--- src/rtl/sdma_pkg.sv ---
package sdma_pkg;

    localparam int NSPR    = 8;
    localparam int IDX_W   = $clog2(NSPR);
    localparam int OFF_W   = 6;
    localparam int NBYTES  = 3;
    localparam int WORD_W  = NBYTES * 8;
    localparam logic [OFF_W-1:0] OFF_LAST = 6'd63;

    typedef enum logic [2:0] {
        PH_IDLE,
        PH_PTR,
        PH_D0,
        PH_D1,
        PH_D2
    } phase_e;

    typedef struct packed {
        logic             act;
        logic [OFF_W-1:0] off;
        logic             tog;
        logic [1:0]       inc;
    } chan_t;

    typedef struct packed {
        logic             hit;
        logic [IDX_W-1:0] idx;
    } pick_t;

    function automatic logic [1:0] step_of(input logic tog);
        return tog ? 2'd3 : 2'd0;
    endfunction

    function automatic chan_t arm(input logic yexp);
        chan_t c;
        c.act = 1'b1;
        c.off = '0;
        c.tog = ~yexp;
        c.inc = step_of(~yexp);
        return c;
    endfunction

    // One line of channel state evolution at the check point.
    function automatic chan_t advance(input chan_t s, input logic hit, input logic yexp);
        chan_t n;
        n = s;
        if (!s.act) begin
            if (hit) n = arm(yexp);
        end else begin
            n.off = s.off + {{(OFF_W-2){1'b0}}, s.inc};
            n.tog = yexp ? ~s.tog : s.tog;
            n.inc = step_of(n.tog);
            if (n.off == OFF_LAST) begin
                n.act = 1'b0;
                if (hit) n = arm(yexp);
            end
        end
        return n;
    endfunction

    // Lowest set bit of m at or above position from.
    function automatic pick_t pick_from(input logic [NSPR-1:0] m, input int from);
        pick_t p;
        p = '0;
        for (int i = NSPR - 1; i >= 0; i--) begin
            if (m[i] && i >= from) begin
                p.hit = 1'b1;
                p.idx = i[IDX_W-1:0];
            end
        end
        return p;
    endfunction

endpackage

--- src/rtl/sdma_chan.sv ---
module sdma_chan
    import sdma_pkg::*;
(
    input  logic             clk,
    input  logic             rst,
    input  logic             chk,
    input  logic             en,
    input  logic             yexp,
    input  logic [7:0]       ypos,
    input  logic [7:0]       line_y,
    output logic             nxt_act,
    output logic [OFF_W-1:0] off
);

    chan_t st_q;
    chan_t st_d;
    logic  hit;

    assign hit = en && (ypos == line_y);

    always_comb begin
        st_d = advance(st_q, hit, yexp);
    end

    always_ff @(posedge clk) begin
        if (rst) begin
            st_q <= '0;
        end else if (chk) begin
            st_q <= st_d;
        end
    end

    assign nxt_act = st_d.act;
    assign off     = st_q.off;

endmodule

--- src/rtl/sdma_fetch.sv ---
module sdma_fetch
    import sdma_pkg::*;
(
    input  logic             clk,
    input  logic             rst,
    input  logic             start,
    input  logic [NSPR-1:0]  new_mask,
    input  logic [NSPR-1:0]  mask,
    input  logic [7:0]       rd_data,
    output phase_e           phase,
    output logic [IDX_W-1:0] idx,
    output logic [7:0]       ptr
);

    pick_t first_p;
    pick_t next_p;

    always_comb begin
        first_p = pick_from(new_mask, 0);
        next_p  = pick_from(mask, int'(idx) + 1);
    end

    always_ff @(posedge clk) begin
        if (rst) begin
            phase <= PH_IDLE;
            idx   <= '0;
            ptr   <= '0;
        end else begin
            unique case (phase)
                PH_IDLE: begin
                    if (start && first_p.hit) begin
                        phase <= PH_PTR;
                        idx   <= first_p.idx;
                    end
                end
                PH_PTR: begin
                    ptr   <= rd_data;
                    phase <= PH_D0;
                end
                PH_D0: phase <= PH_D1;
                PH_D1: phase <= PH_D2;
                PH_D2: begin
                    if (next_p.hit) begin
                        phase <= PH_PTR;
                        idx   <= next_p.idx;
                    end else begin
                        phase <= PH_IDLE;
                    end
                end
                default: phase <= PH_IDLE;
            endcase
        end
    end

endmodule

--- src/rtl/sdma_dbuf.sv ---
module sdma_dbuf
    import sdma_pkg::*;
(
    input  logic                   clk,
    input  logic                   rst,
    input  logic                   swap,
    input  logic                   we,
    input  logic [IDX_W-1:0]       widx,
    input  logic [1:0]             wbyte,
    input  logic [7:0]             wdata,
    output logic [NSPR*WORD_W-1:0] front
);

    logic [7:0] bank [2][NSPR][NBYTES];
    logic       sel;

    always_ff @(posedge clk) begin
        if (rst) begin
            sel <= 1'b0;
            for (int b = 0; b < 2; b++)
                for (int j = 0; j < NSPR; j++)
                    for (int k = 0; k < NBYTES; k++)
                        bank[b][j][k] <= '0;
        end else begin
            if (swap) sel <= ~sel;
            if (we) bank[~sel][widx][wbyte] <= wdata;
        end
    end

    always_comb begin
        front = '0;
        for (int j = 0; j < NSPR; j++)
            for (int k = 0; k < NBYTES; k++)
                front[j*WORD_W + (NBYTES-1-k)*8 +: 8] = bank[sel][j][k];
    end

endmodule

--- src/rtl/sprite_dma_seq.sv ---
module sprite_dma_seq
    import sdma_pkg::*;
#(
    parameter int          ADDR_W   = 14,
    parameter logic [9:0]  PTR_BASE = 10'h3F8
) (
    input  logic                   clk,
    input  logic                   rst,
    input  logic                   line_start,
    input  logic [7:0]             raster_y,
    input  logic [NSPR-1:0]        spr_en,
    input  logic [NSPR*8-1:0]      spr_ypos,
    input  logic [NSPR-1:0]        spr_yexp,
    input  logic [ADDR_W-1:0]      screen_base,
    output logic                   mem_rd,
    output logic [ADDR_W-1:0]      mem_addr,
    input  logic [7:0]             mem_data,
    output logic                   bus_req,
    output logic [NSPR-1:0]        dma_mask,
    output logic [NSPR*WORD_W-1:0] spr_data
);

    localparam int DATA_SPAN = 8 + OFF_W;

    logic             accept;
    logic [NSPR-1:0]  nxt_act;
    logic [OFF_W-1:0] offs [NSPR];
    phase_e           phase;
    logic [IDX_W-1:0] idx;
    logic [7:0]       ptr;
    logic [1:0]       bsel;
    logic             in_data;
    logic [OFF_W-1:0] row_off;

    assign bus_req = (phase != PH_IDLE);
    assign mem_rd  = bus_req;
    assign accept  = line_start && !bus_req;

    for (genvar g = 0; g < NSPR; g++) begin : g_chan
        sdma_chan u_chan (
            .clk     (clk),
            .rst     (rst),
            .chk     (accept),
            .en      (spr_en[g]),
            .yexp    (spr_yexp[g]),
            .ypos    (spr_ypos[g*8 +: 8]),
            .line_y  (raster_y),
            .nxt_act (nxt_act[g]),
            .off     (offs[g])
        );
    end

    always_ff @(posedge clk) begin
        if (rst) dma_mask <= '0;
        else if (accept) dma_mask <= nxt_act;
    end

    sdma_fetch u_fetch (
        .clk      (clk),
        .rst      (rst),
        .start    (accept),
        .new_mask (nxt_act),
        .mask     (dma_mask),
        .rd_data  (mem_data),
        .phase    (phase),
        .idx      (idx),
        .ptr      (ptr)
    );

    always_comb begin
        in_data = 1'b1;
        bsel    = 2'd0;
        unique case (phase)
            PH_D0:   bsel = 2'd0;
            PH_D1:   bsel = 2'd1;
            PH_D2:   bsel = 2'd2;
            default: in_data = 1'b0;
        endcase
        row_off = offs[idx] + {{(OFF_W-2){1'b0}}, bsel};
    end

    always_comb begin
        if (phase == PH_PTR) begin
            mem_addr = screen_base + ADDR_W'(PTR_BASE) + ADDR_W'(idx);
        end else if (in_data) begin
            mem_addr = ADDR_W'({ptr, row_off});
        end else begin
            mem_addr = '0;
        end
    end

    sdma_dbuf u_dbuf (
        .clk   (clk),
        .rst   (rst),
        .swap  (accept),
        .we    (in_data),
        .widx  (idx),
        .wbyte (bsel),
        .wdata (mem_data),
        .front (spr_data)
    );

    if (ADDR_W < DATA_SPAN) begin : g_width_guard
        initial $error("ADDR_W too narrow for sprite data addresses");
    end

endmodule

--- config.mk ---
export PLATFORM = sky130hd
export DESIGN_NAME = sprite_dma_seq
export DESIGN_NICKNAME = d
export VERILOG_FILES = /design/src/rtl/sdma_pkg.sv /design/src/rtl/sdma_chan.sv /design/src/rtl/sdma_fetch.sv /design/src/rtl/sdma_dbuf.sv /design/src/rtl/sprite_dma_seq.sv
export SDC_FILE = /design/constraint.sdc
export NUM_CORES = 1
export LEC_CHECK = 0
export ABC_AREA = 1
export ABC_CLOCK_PERIOD_IN_PS = 7450
export BUFFER_PORTS_ARGS = -buffer_cell sky130_fd_sc_hd__buf_4
export CORE_MARGIN = 2
export CORE_UTILIZATION = 61
export DETAILED_ROUTE_END_ITERATION = 8
export PLACE_DENSITY = 0.84
export SYNTH_ARGS = -nofsm -noshare
export SYNTH_HDL_FRONTEND = slang
export SYNTH_SLANG_ARGS = --single-unit
--- constraint.sdc ---
create_clock -name clk -period 7.45 [get_ports clk]
set_input_delay 1.1175 -clock clk [delete_from_list [all_inputs] [get_ports clk]]
set_output_delay 1.1175 -clock clk [all_outputs]
set_load 0.03 [all_outputs]
# Word-level counts from Yosys, hierarchy flattened
# Memories as Yosys holds them, arrays and structs flattened. A register that Yosys moved wholly into a read port is not among the register bits.
# Index checks and enable logic that the tools add are counted.
[word_totals] ff_bits=103 mem_bits_rw=384 inputBits=113 memories=1
[mem_list] memory="u_dbuf.bank" depth=2 word_bits=192 read_ports=1 rd_ports_with_merged_regs=1 wr=2 line="sdma_dbuf.sv:14" source="logic [7:0] bank [2][NSPR][NBYTES];"
[op_classes] add_sub_neg=12 order_cmp=12 eq_ne=22 mux=99 n_bitwise=19 reduce_logical=43
[op_table] cell="192-bit 2-to-1 mux" count=3
[op_table] cell="10-bit 2-to-1 mux" count=32
[op_table] cell="192-bit OR reduction" count=1
[op_table] cell="4-bit by 32-bit >= comparator with 1-bit output (first input constant)" count=4
[op_table] cell="24-bit demux with 3-bit select" count=1
[op_table] cell="8-bit equality test" count=8
[op_table] cell="3-bit by 32-bit >= comparator with 1-bit output (first input constant)" count=2
[op_table] cell="4-bit 2-to-1 mux" count=16
[op_table] cell="6-bit by 2-bit adder with 6-bit output" count=9
[op_table] cell="6-bit equality test (second input constant)" count=8
[op_table] cell="1-bit by 32-bit >= comparator with 1-bit output (first input constant)" count=1
[op_table] cell="2-bit by 32-bit >= comparator with 1-bit output (first input constant)" count=1
[op_table] cell="2-bit 2-to-1 mux" count=16
[op_table] cell="14-bit 2-to-1 mux" count=2
[op_table] cell="24-bit 2-to-1 mux" count=1
[op_table] cell="1-bit logical AND" count=20
[op_table] cell="6-bit binary-select mux with 3-bit select" count=1
[op_table] cell="2-bit nonzero test" count=9
[op_table] cell="1-bit 2-to-1 mux" count=17
[op_table] cell="1-bit inverter" count=17
[op_table] cell="8-bit demux with 2-bit select" count=1
[op_table] cell="2-bit AND reduction" count=8
[op_table] cell="3-bit one-hot mux with 5 select lines" count=1
[op_table] cell="14-bit by 10-bit adder with 14-bit output (second input constant)" count=1
[op_table] cell="22 further kinds" count=27

# Longest topological paths before layout
# Gate-level depths: netlist of run 1.
[depth] ltp_word=17 ltp_mapped=20

# By module
# Synthesis of run 1 repeated with hierarchy kept, for this count alone.
[unflattened] hier_cells=2785 hier_area_um2=25525.7
[modules_own_cells] mod="sdma_dbuf" n_inst=1 cells_per_inst=1088 area_per_inst_um2=15900.2 seq_area_each_um2=11571.1
[modules_own_cells] mod="sdma_chan (g_chan[2].u_chan ...)" n_inst=6 cells_per_inst=160 area_per_inst_um2=907.1 seq_area_each_um2=160.2
[modules_own_cells] mod="sdma_chan (g_chan[0].u_chan ...)" n_inst=2 cells_per_inst=161 area_per_inst_um2=899.6 seq_area_each_um2=160.2
[modules_own_cells] mod="sprite_dma_seq" n_inst=1 cells_per_inst=264 area_per_inst_um2=1430.1 seq_area_each_um2=160.2
[modules_own_cells] mod="sdma_fetch" n_inst=1 cells_per_inst=151 area_per_inst_um2=953.4 seq_area_each_um2=280.3

# Least setup slack after synthesis of run 1
# No wires, ideal clock.
[synth_timing] path_type="input port to output port" start="input screen_base[0]" end="output mem_addr[12]" t_arrival_ns=2.879 setup_slack_ns=3.453 path_stages=12 n_path_buf=0 path_cell_list="ha_1 > inv_1 > fa_1 > o21ai_0 > nor2_1 > nand2_1 > nor3_1 > inv_1 > nand2_1 > nor2_1 > nor2_1 > o22ai_1"
[synth_between] elab_chain_cells=3
[synth_rtl] element="from (decl)" line="sprite_dma_seq.sv:14" source="input logic [ADDR_W-1:0] screen_base,"
[synth_rtl] element="14-bit by 10-bit adder with 14-bit output" line="sprite_dma_seq.sv:84" source="mem_addr = screen_base + ADDR_W'(PTR_BASE) + ADDR_W'(idx);"
[synth_rtl] element="14-bit by 3-bit adder with 14-bit output" line="sprite_dma_seq.sv:84"
[synth_rtl] element="14-bit 2-to-1 mux" line="sprite_dma_seq.sv:83" source="if (phase == PH_PTR) begin"
[synth_rtl] element="to (decl)" line="sprite_dma_seq.sv:16" source="output logic [ADDR_W-1:0] mem_addr,"
# Every way passes these cells.

# Worst setup path in the final report of run 1
[layout_timing] start="register u_fetch.idx[1]" end="output mem_addr[5]"
[layout_between] elab_chain_cells=7
[layout_rtl] element="from (decl)" line="sdma_fetch.sv:11" source="output logic [IDX_W-1:0] idx,"
[layout_rtl] element="from (signal assigned)" line="sdma_fetch.sv:33" source="idx <= first_p.idx;"
[layout_rtl] element="from (signal assigned)" line="sdma_fetch.sv:45" source="idx <= next_p.idx;"
[layout_rtl] element="3-bit inverter with 4-bit output (implied by the code)" line="sprite_dma_seq.sv:79" source="row_off = offs[idx] + {{(OFF_W-2){1'b0}}, bsel};"
[layout_rtl] element="6-bit binary-select mux with 3-bit select" line="sprite_dma_seq.sv:79"
[layout_rtl] element="6-bit 2-to-1 mux (implied by the code) (2 in a row)" line="sprite_dma_seq.sv:79"
[layout_rtl] element="6-bit by 2-bit adder with 6-bit output" line="sprite_dma_seq.sv:79"
[layout_rtl] element="14-bit 2-to-1 mux" line="sprite_dma_seq.sv:85" source="end else if (in_data) begin"
[layout_rtl] element="14-bit 2-to-1 mux (*)" line="sprite_dma_seq.sv:83"
# Every way passes the cells marked *; elsewhere a longest branch is shown, timed or not. The select of a mux whose other input is x is not followed.

==> results.sh, run 1 <==
export IMPL_holdPathEnd="u_fetch.ptr[2]"
export IMPL_totalPowerFinal_mw=8.67
export IMPL_fp_row_count=70
export IMPL_post_cts_buffers=0
export IMPL_ant_nets=0
export IMPL_start_util_pct=62.0
export IMPL_fin_crit_ns=4.66
export IMPL_avgRoutedWirePerCell_um=21.9
export IMPL_synthToLayoutAreaGrowth_pct=18.6
export IMPL_leakage_nw=11.4
export IMPL_tns_ns=0
export IMPL_worst_setup_path_end_kind="output pin"
export IMPL_pwr_share_clk_pct=26.3
export IMPL_fmax_mhz=215
export IMPL_reg2reg_depth=11
export IMPL_synth_top_area_share_pct=50.8
export IMPL_drc=0
export IMPL_grt_pass1_wl_um=98600
export IMPL_final_area_mm2=0.0269
export IMPL_seq_power_share_pct=40.9
export IMPL_syn_inst=2211
export IMPL_dpl_cell_area_mm2=0.0254
export IMPL_grt_start_max_net_pins=95
export IMPL_fin_nets=2654
export IMPL_synthTopCellsByArea="edfxtp_1 51%, mux2_2 9.5%, dfxtp_1 7.1%, nand2_1 6.9%, nor2_1 6.4%"
export IMPL_setup_violations=0
export IMPL_drt_iter0_markers=1906
export IMPL_cts_clk_slew_worst_paths_ns=0.07
export IMPL_htree_num_levels=2
export IMPL_cpPeakStageDelay_ns=0.55
export IMPL_multi_input_area_mm2=0.00835
export IMPL_cts_root_buf="clkbuf_16"
export IMPL_synth_async_sr_flop_share_pct=0
export IMPL_synth_area_mm2=0.0227
export IMPL_worst_setup_path_type="flop to output pin"
export IMPL_grt_use_total_pct=33.7
export IMPL_crit_path_max_fanout=9
export IMPL_core_area_mm2=0.0366
export IMPL_clockBufferDepth=3
export IMPL_grt_pass1_vias=17200
export IMPL_layout_drive_gt1_share_pct=26.5
export IMPL_p_sw_share_pct=36.0
export IMPL_io_pins=329
export IMPL_synthTopCellsByCount="414 x nand2_1, 388 x nor2_1, 384 x edfxtp_1, 192 x mux2_2, 170 x inv_1"
export IMPL_yosysMostFrequentCell="nand2_1"
export IMPL_yosysUniqueCellTypes=51
export IMPL_cts_sinks=464
export IMPL_internal_power_mw=5.55
export IMPL_synth_area_per_cell_um2=10.3
export IMPL_antenna_found_initial=1
export IMPL_power_density_mw_per_mm2=322
export IMPL_min_from="u_fetch.ptr[2]"
export IMPL_numCtsBuffers=46
export IMPL_fin_skew_ns=0.0268
export IMPL_cp_arrival_ns=3.54
export IMPL_synth_seq_cells=464
export IMPL_insertion_delay_ns=0.57
export IMPL_worst_slew_pin_slew_ns=1.22
export IMPL_drt_first_pass_iters=6
export IMPL_via_per_inst=5.93
export IMPL_cts_hold_buf=0
export IMPL_slew_headroom_pct=18.9
export IMPL_yosys_area_top_type="edfxtp_1"
export IMPL_worst_path_max_delay_cell="dfxtp_1"
export IMPL_cts_resized=0
export IMPL_die_height_um=197
export IMPL_diodes=0
export IMPL_fin_crit_sh_pct=62.6
export IMPL_place_congestion=0.985
export IMPL_cp_start_kind="flop"
export IMPL_numPortBuffers=328
export IMPL_maxCapViolCount=0
export IMPL_synth_nets=2357
export IMPL_synth_flop_cell="edfxtp_1"
export IMPL_crit_buf_inv=2
export IMPL_regArea_mm2=0.0131
export IMPL_rrSetupSlack_ns=3.37
export IMPL_cts_tree="built"
export IMPL_die_w_um=197
export IMPL_rr_startpoint="u_fetch.phase[0]"
export IMPL_finalHoldViolCount=0
export IMPL_crit_path_cell_trace="nor2_1 -> nand2_1 -> clkinv_1 -> o2bb2ai_1 -> a221oi_1 -> nand2_1 -> ha_1 -> a21oi_1 -> nor2_1 -> nand2_1 -> o21bai_1 -> nand3_1 -> nand2_1 -> buf_4"
export IMPL_dieArea_mm2=0.0387
export IMPL_final_max_slew_viol_count=0
export IMPL_power_switching_mw=3.12
export IMPL_ys_seq_area_share_pct=57.9
export IMPL_rsz0062_at_grt="no"
export IMPL_cp_top_family="simple AND/OR/NAND/NOR gates"
export IMPL_r2r_end="u_dbuf.bank[0][53]"
export IMPL_run_status="completed"
export IMPL_drt_total_wl_um=66000
export IMPL_combPwrFrac_pct=32.8
export IMPL_fillers=2429
export IMPL_synth_enable_flop_cells=384
export IMPL_ys_warn_count=0
export IMPL_crit_top_cell="nand2_1"
export IMPL_vias=17900
export IMPL_dp_hpwl_um=44800
export IMPL_peakVddDrop_mv=0.354
export IMPL_whs_path_depth=2
export IMPL_worstHoldPathType="flop to flop"
export IMPL_overflow=0
export IMPL_worstPathRequired_ns=6.33
-- cell usage in the layout (no fill, tap or decap), types with 27 or more instances in the layout --
cell type and count:
nand3_1 92, inv_1 169, a21oi_1 89, buf_4 349
dfxtp_1 79, o21ai_0 44, mux2_2 192, clkbuf_16 47
xnor2_1 27, edfxtp_1 384, nor2_1 380, nand2_1 414
nand4_1 38
-- tightest hold or removal path: stages, from the launching register on --
cell and delay, ns:
dfxtp_1 0.30, inv_1 0.06, a21oi_1 0.06
-- routing by layer --
metal  vias up  part of all wire (%)  track usage [%]
met3       205                    11             5.70
met1      8436                    36             42.8
li1       8093                     -                -
met2      1141                    48             56.3
met4         2                   5.1             16.5
met5         -                 0.012                0
-- final cells by class --
cell class | instances | area share [%]
Clock inverter | 29 | 0.995
Multi-Input combinational cell | 1451 | 31.0
Timing Repair Buffer | 349 | 9.74
Clock buffer | 56 | 4.50
Sequential cell | 464 | 48.8
Tap cell | 468 | 2.18
Inverter | 196 | 2.73
-- stage by stage --
step | hold WS, ns | setup slack [ns] | util [%] | std cells
after floorplan | 0.425 | 3.45 | - | 2211
after detailed placement | 0.453 | 3.14 | 69.4 | 2928
final | 0.464 | 2.79 | 73.5 | 3013
after CTS | 0.464 | 2.92 | 73.5 | 3013
after global placement | 0.443 | 3.19 | 69.4 | 2928
after global routing | 0.475 | 2.54 | 73.5 | 3013
-- cells by family after synthesis --
logic type      synth area share, %
flops                          57.9
fa+ha+maj                      2.15
buf+inv                        5.41
xor+xnor                       1.27
compound gates                 4.36
simple gates                   19.4
mux                            9.53
-- worst max path at each step --
stage / start / endpoint / slack [ns] / cells past startpoint
floorplan: screen_base[0] / mem_addr[12] / 3.45 / 12
global placement: screen_base[0] / mem_addr[12] / 3.19 / 15
detailed placement: screen_base[0] / mem_addr[12] / 3.14 / 15
CTS: u_fetch.idx[1] / mem_addr[5] / 2.92 / 14
global route: u_fetch.idx[1] / mem_addr[5] / 2.54 / 14
finish: u_fetch.idx[1] / mem_addr[5] / 2.79 / 14
-- registers in the layout (all words and copies together), names as in the netlist, named ones only --
name                flops
dma_mask                8
u_fetch.ptr             8
u_dbuf.bank           384
u_dbuf.sel              1
u_fetch.idx             3
g_chan.u_chan.off      48
u_fetch.phase           3
g_chan.u_chan.st_q      8
-- power groups by stage --
stage	logic, mW	registers (mW)	clock network [mW]
final	2.84	3.54	2.28
after global routing	2.99	3.58	2.38
after CTS	2.81	3.54	2.28
after detailed placement	2.79	3.58	0
after global placement	2.75	3.54	0
after floorplan	1.89	3.48	0
(Power assumes the default switching activity.)
==> inputs of run 2 (changes only) <==
Settings changed: ABC_CLOCK_PERIOD_IN_PS 7450 to 3820, CORE_UTILIZATION 61 to 52, PLACE_DENSITY 0.84 to 0.76.
Clock period 7.45 ns to 3.82 ns, I/O delays scaled along.
==> run 2 against run 1 <==
Net effect:
- hold slack worse by 0.19 ns
- critical path depth is 3 lower
- design area is 1.9% higher
- die area is 17% higher
- wire length is 3.1% higher
- sequential cell count stayed put
==> results.sh, run 2 (same netlist as run 1, synthesis figures left out) <==
export IMPL_dpl_cell_area_mm2=0.0258
export IMPL_place_congestion=0.988
export IMPL_antenna_found_initial=0
export IMPL_drt_first_pass_iters=6
export IMPL_vias=17900
export IMPL_whs_path_depth=3
export IMPL_via_per_inst=5.67
export IMPL_numCtsBuffers=47
export IMPL_worstHoldPathType="primary input to flop"
export IMPL_crit_path_max_fanout=7
export IMPL_drt_total_wl_um=68100
export IMPL_overflow=0
export IMPL_avgRoutedWirePerCell_um=21.5
export IMPL_worst_path_max_delay_cell="fa_2"
export IMPL_final_cell_mix="410 x nand2_1, 384 x edfxtp_1, 380 x nor2_1"
export IMPL_dieArea_mm2=0.0453
export IMPL_grt_use_total_pct=29.8
export IMPL_io_pins=329
export IMPL_fin_nets=2682
export IMPL_diodes=0
export IMPL_fillers=3353
export IMPL_fmax_mhz=270
export IMPL_cts_root_buf="clkbuf_16"
export IMPL_fin_crit_sh_pct=97.1
export IMPL_start_util_pct=52.7
export IMPL_tns_ns=0
export IMPL_grt_pass1_vias=17100
export IMPL_numPortBuffers=328
export IMPL_cts_clk_slew_worst_paths_ns=0.06
export IMPL_cp_start_kind="flop"
export IMPL_power_density_mw_per_mm2=629
export IMPL_final_area_mm2=0.0274
export IMPL_rsz0062_at_grt="yes"
export IMPL_crit_path_cell_trace="clkinvlp_4 -> nand3_4 -> inv_6 -> a22o_1 -> a221oi_2 -> nand4_1 -> ha_2 -> fa_2 -> nand2_1 -> o21ai_0 -> buf_4"
export IMPL_cts_hold_buf=0
export IMPL_cpPeakStageDelay_ns=0.52
export IMPL_reg2reg_depth=11
export IMPL_drt_iter0_markers=1669
export IMPL_cts_sinks=464
export IMPL_core_area_mm2=0.0431
export IMPL_run_status="completed"
export IMPL_die_w_um=213
export IMPL_worst_setup_path_end_kind="output pin"
export IMPL_grt_pass1_wl_um=100000
export IMPL_worstPathRequired_ns=3.25
export IMPL_grt_start_max_net_pins=55
export IMPL_mostFrequentLayoutCell="nand2_1"
export IMPL_stdcell_count=3159
export IMPL_slew_headroom_pct=32.8
export IMPL_largest_register_ffs=384
export IMPL_max_flop_register="u_dbuf.bank"
export IMPL_clockBufferDepth=3
export IMPL_fp_row_count=76
export IMPL_final_max_slew_viol_count=0
export IMPL_maxCapViolCount=0
export IMPL_ant_nets=0
export IMPL_cp_arrival_ns=3.13
export IMPL_synthToLayoutAreaGrowth_pct=20.9
export IMPL_fin_crit_ns=3.71
export IMPL_leakage_nw=11.5
export IMPL_insertion_delay_ns=0.58
export IMPL_cts_tree="built"
export IMPL_layout_drive_gt1_share_pct=28.0
export IMPL_fin_skew_ns=0.0202
export IMPL_setup_violations=0
export IMPL_dp_hpwl_um=47400
export IMPL_drc=0
export IMPL_die_height_um=213
export IMPL_htree_num_levels=2
export IMPL_worst_setup_path_type="flop to output pin"
export IMPL_worst_slew_pin_slew_ns=1.01
export IMPL_finalHoldViolCount=0
export IMPL_placed_cells=3063
export IMPL_peakVddDrop_mv=0.496
## run 2: cell types whose count changed in the layout (fill, tap and decap cells not counted), sizes merged
cell and delta:
buf +27, clkbuf -1, clkinv -1, clkinvlp +5, inv -1
## run 2: power by group
| group | internal, mW | switching, mW |
|---|---|---|
| sequential | 6.54 | 0.411 |
| clock | 2.56 | 1.95 |
| combinational | 1.97 | 3.84 |
| total | 11.1 | 6.20 |
## run 2: timing repair
action,4_1_cts,5_1_grt
buffers inserted,0,9
pin swaps,0,9
gates resized for setup,5,21
setup endpoints to repair,5,6
## run 2: worst paths after layout
| kind | startpoint | slack, ns | end |
|---|---|---|---|
| setup / recovery | u_fetch.idx[0] | 0.11 | mem_addr[1] |
| hold / removal | mem_data[0] | 0.27 | u_fetch.ptr[0] |
| setup reg to reg | u_fetch.phase[0] | 0.48 | u_dbuf.bank[0][85] |
| hold reg to reg | u_fetch.ptr[1] | 0.45 | u_fetch.ptr[1] |
## run 2: worst max-delay path: cells and delay by family (launching register included)
kind	cells	cell delay, ns
buffers and inverters	3	0.45
and+or+nand+nor	3	0.42
AOI/OAI and AO/OA	3	0.51
adders and majority gates	2	0.77
DFF	1	0.40
## run 2: layer usage
metal / GRT usage [%] / wire length (µm) / vias up
li1: - / - / 8148
met1: 38.7 / 26900 / 8652
met2: 50.7 / 33200 / 948
met3: 3.74 / 5140 / 174
met4: 12.2 / 2750 / 0
met5: 0 / 0 / -
## run 2: stage by stage
stage                     setup slack (ns)  utilization, %  hold WS (ns)  total power, mW
final                                0.112            63.7         0.273             17.3
after global routing               -0.0264            63.7         0.262             17.9
after CTS                           0.0358            63.3         0.256             17.1
after detailed placement             0.374            59.8         0.446             12.7
after global placement               0.334            59.7         0.439             12.5
after floorplan                      0.813               -         0.425             10.5
## run 2: final cells by class
type                    count  area [µm²]  area share [%]
flip-flops and latches    464       13100            47.9
repair buffers            376        2870            10.5
inverters                 196         748            2.73
clock buffers              55        1250            4.55
well taps                 585         732            2.67
multi-input cells        1451        8420            30.7
clock inverters            32         263           0.958
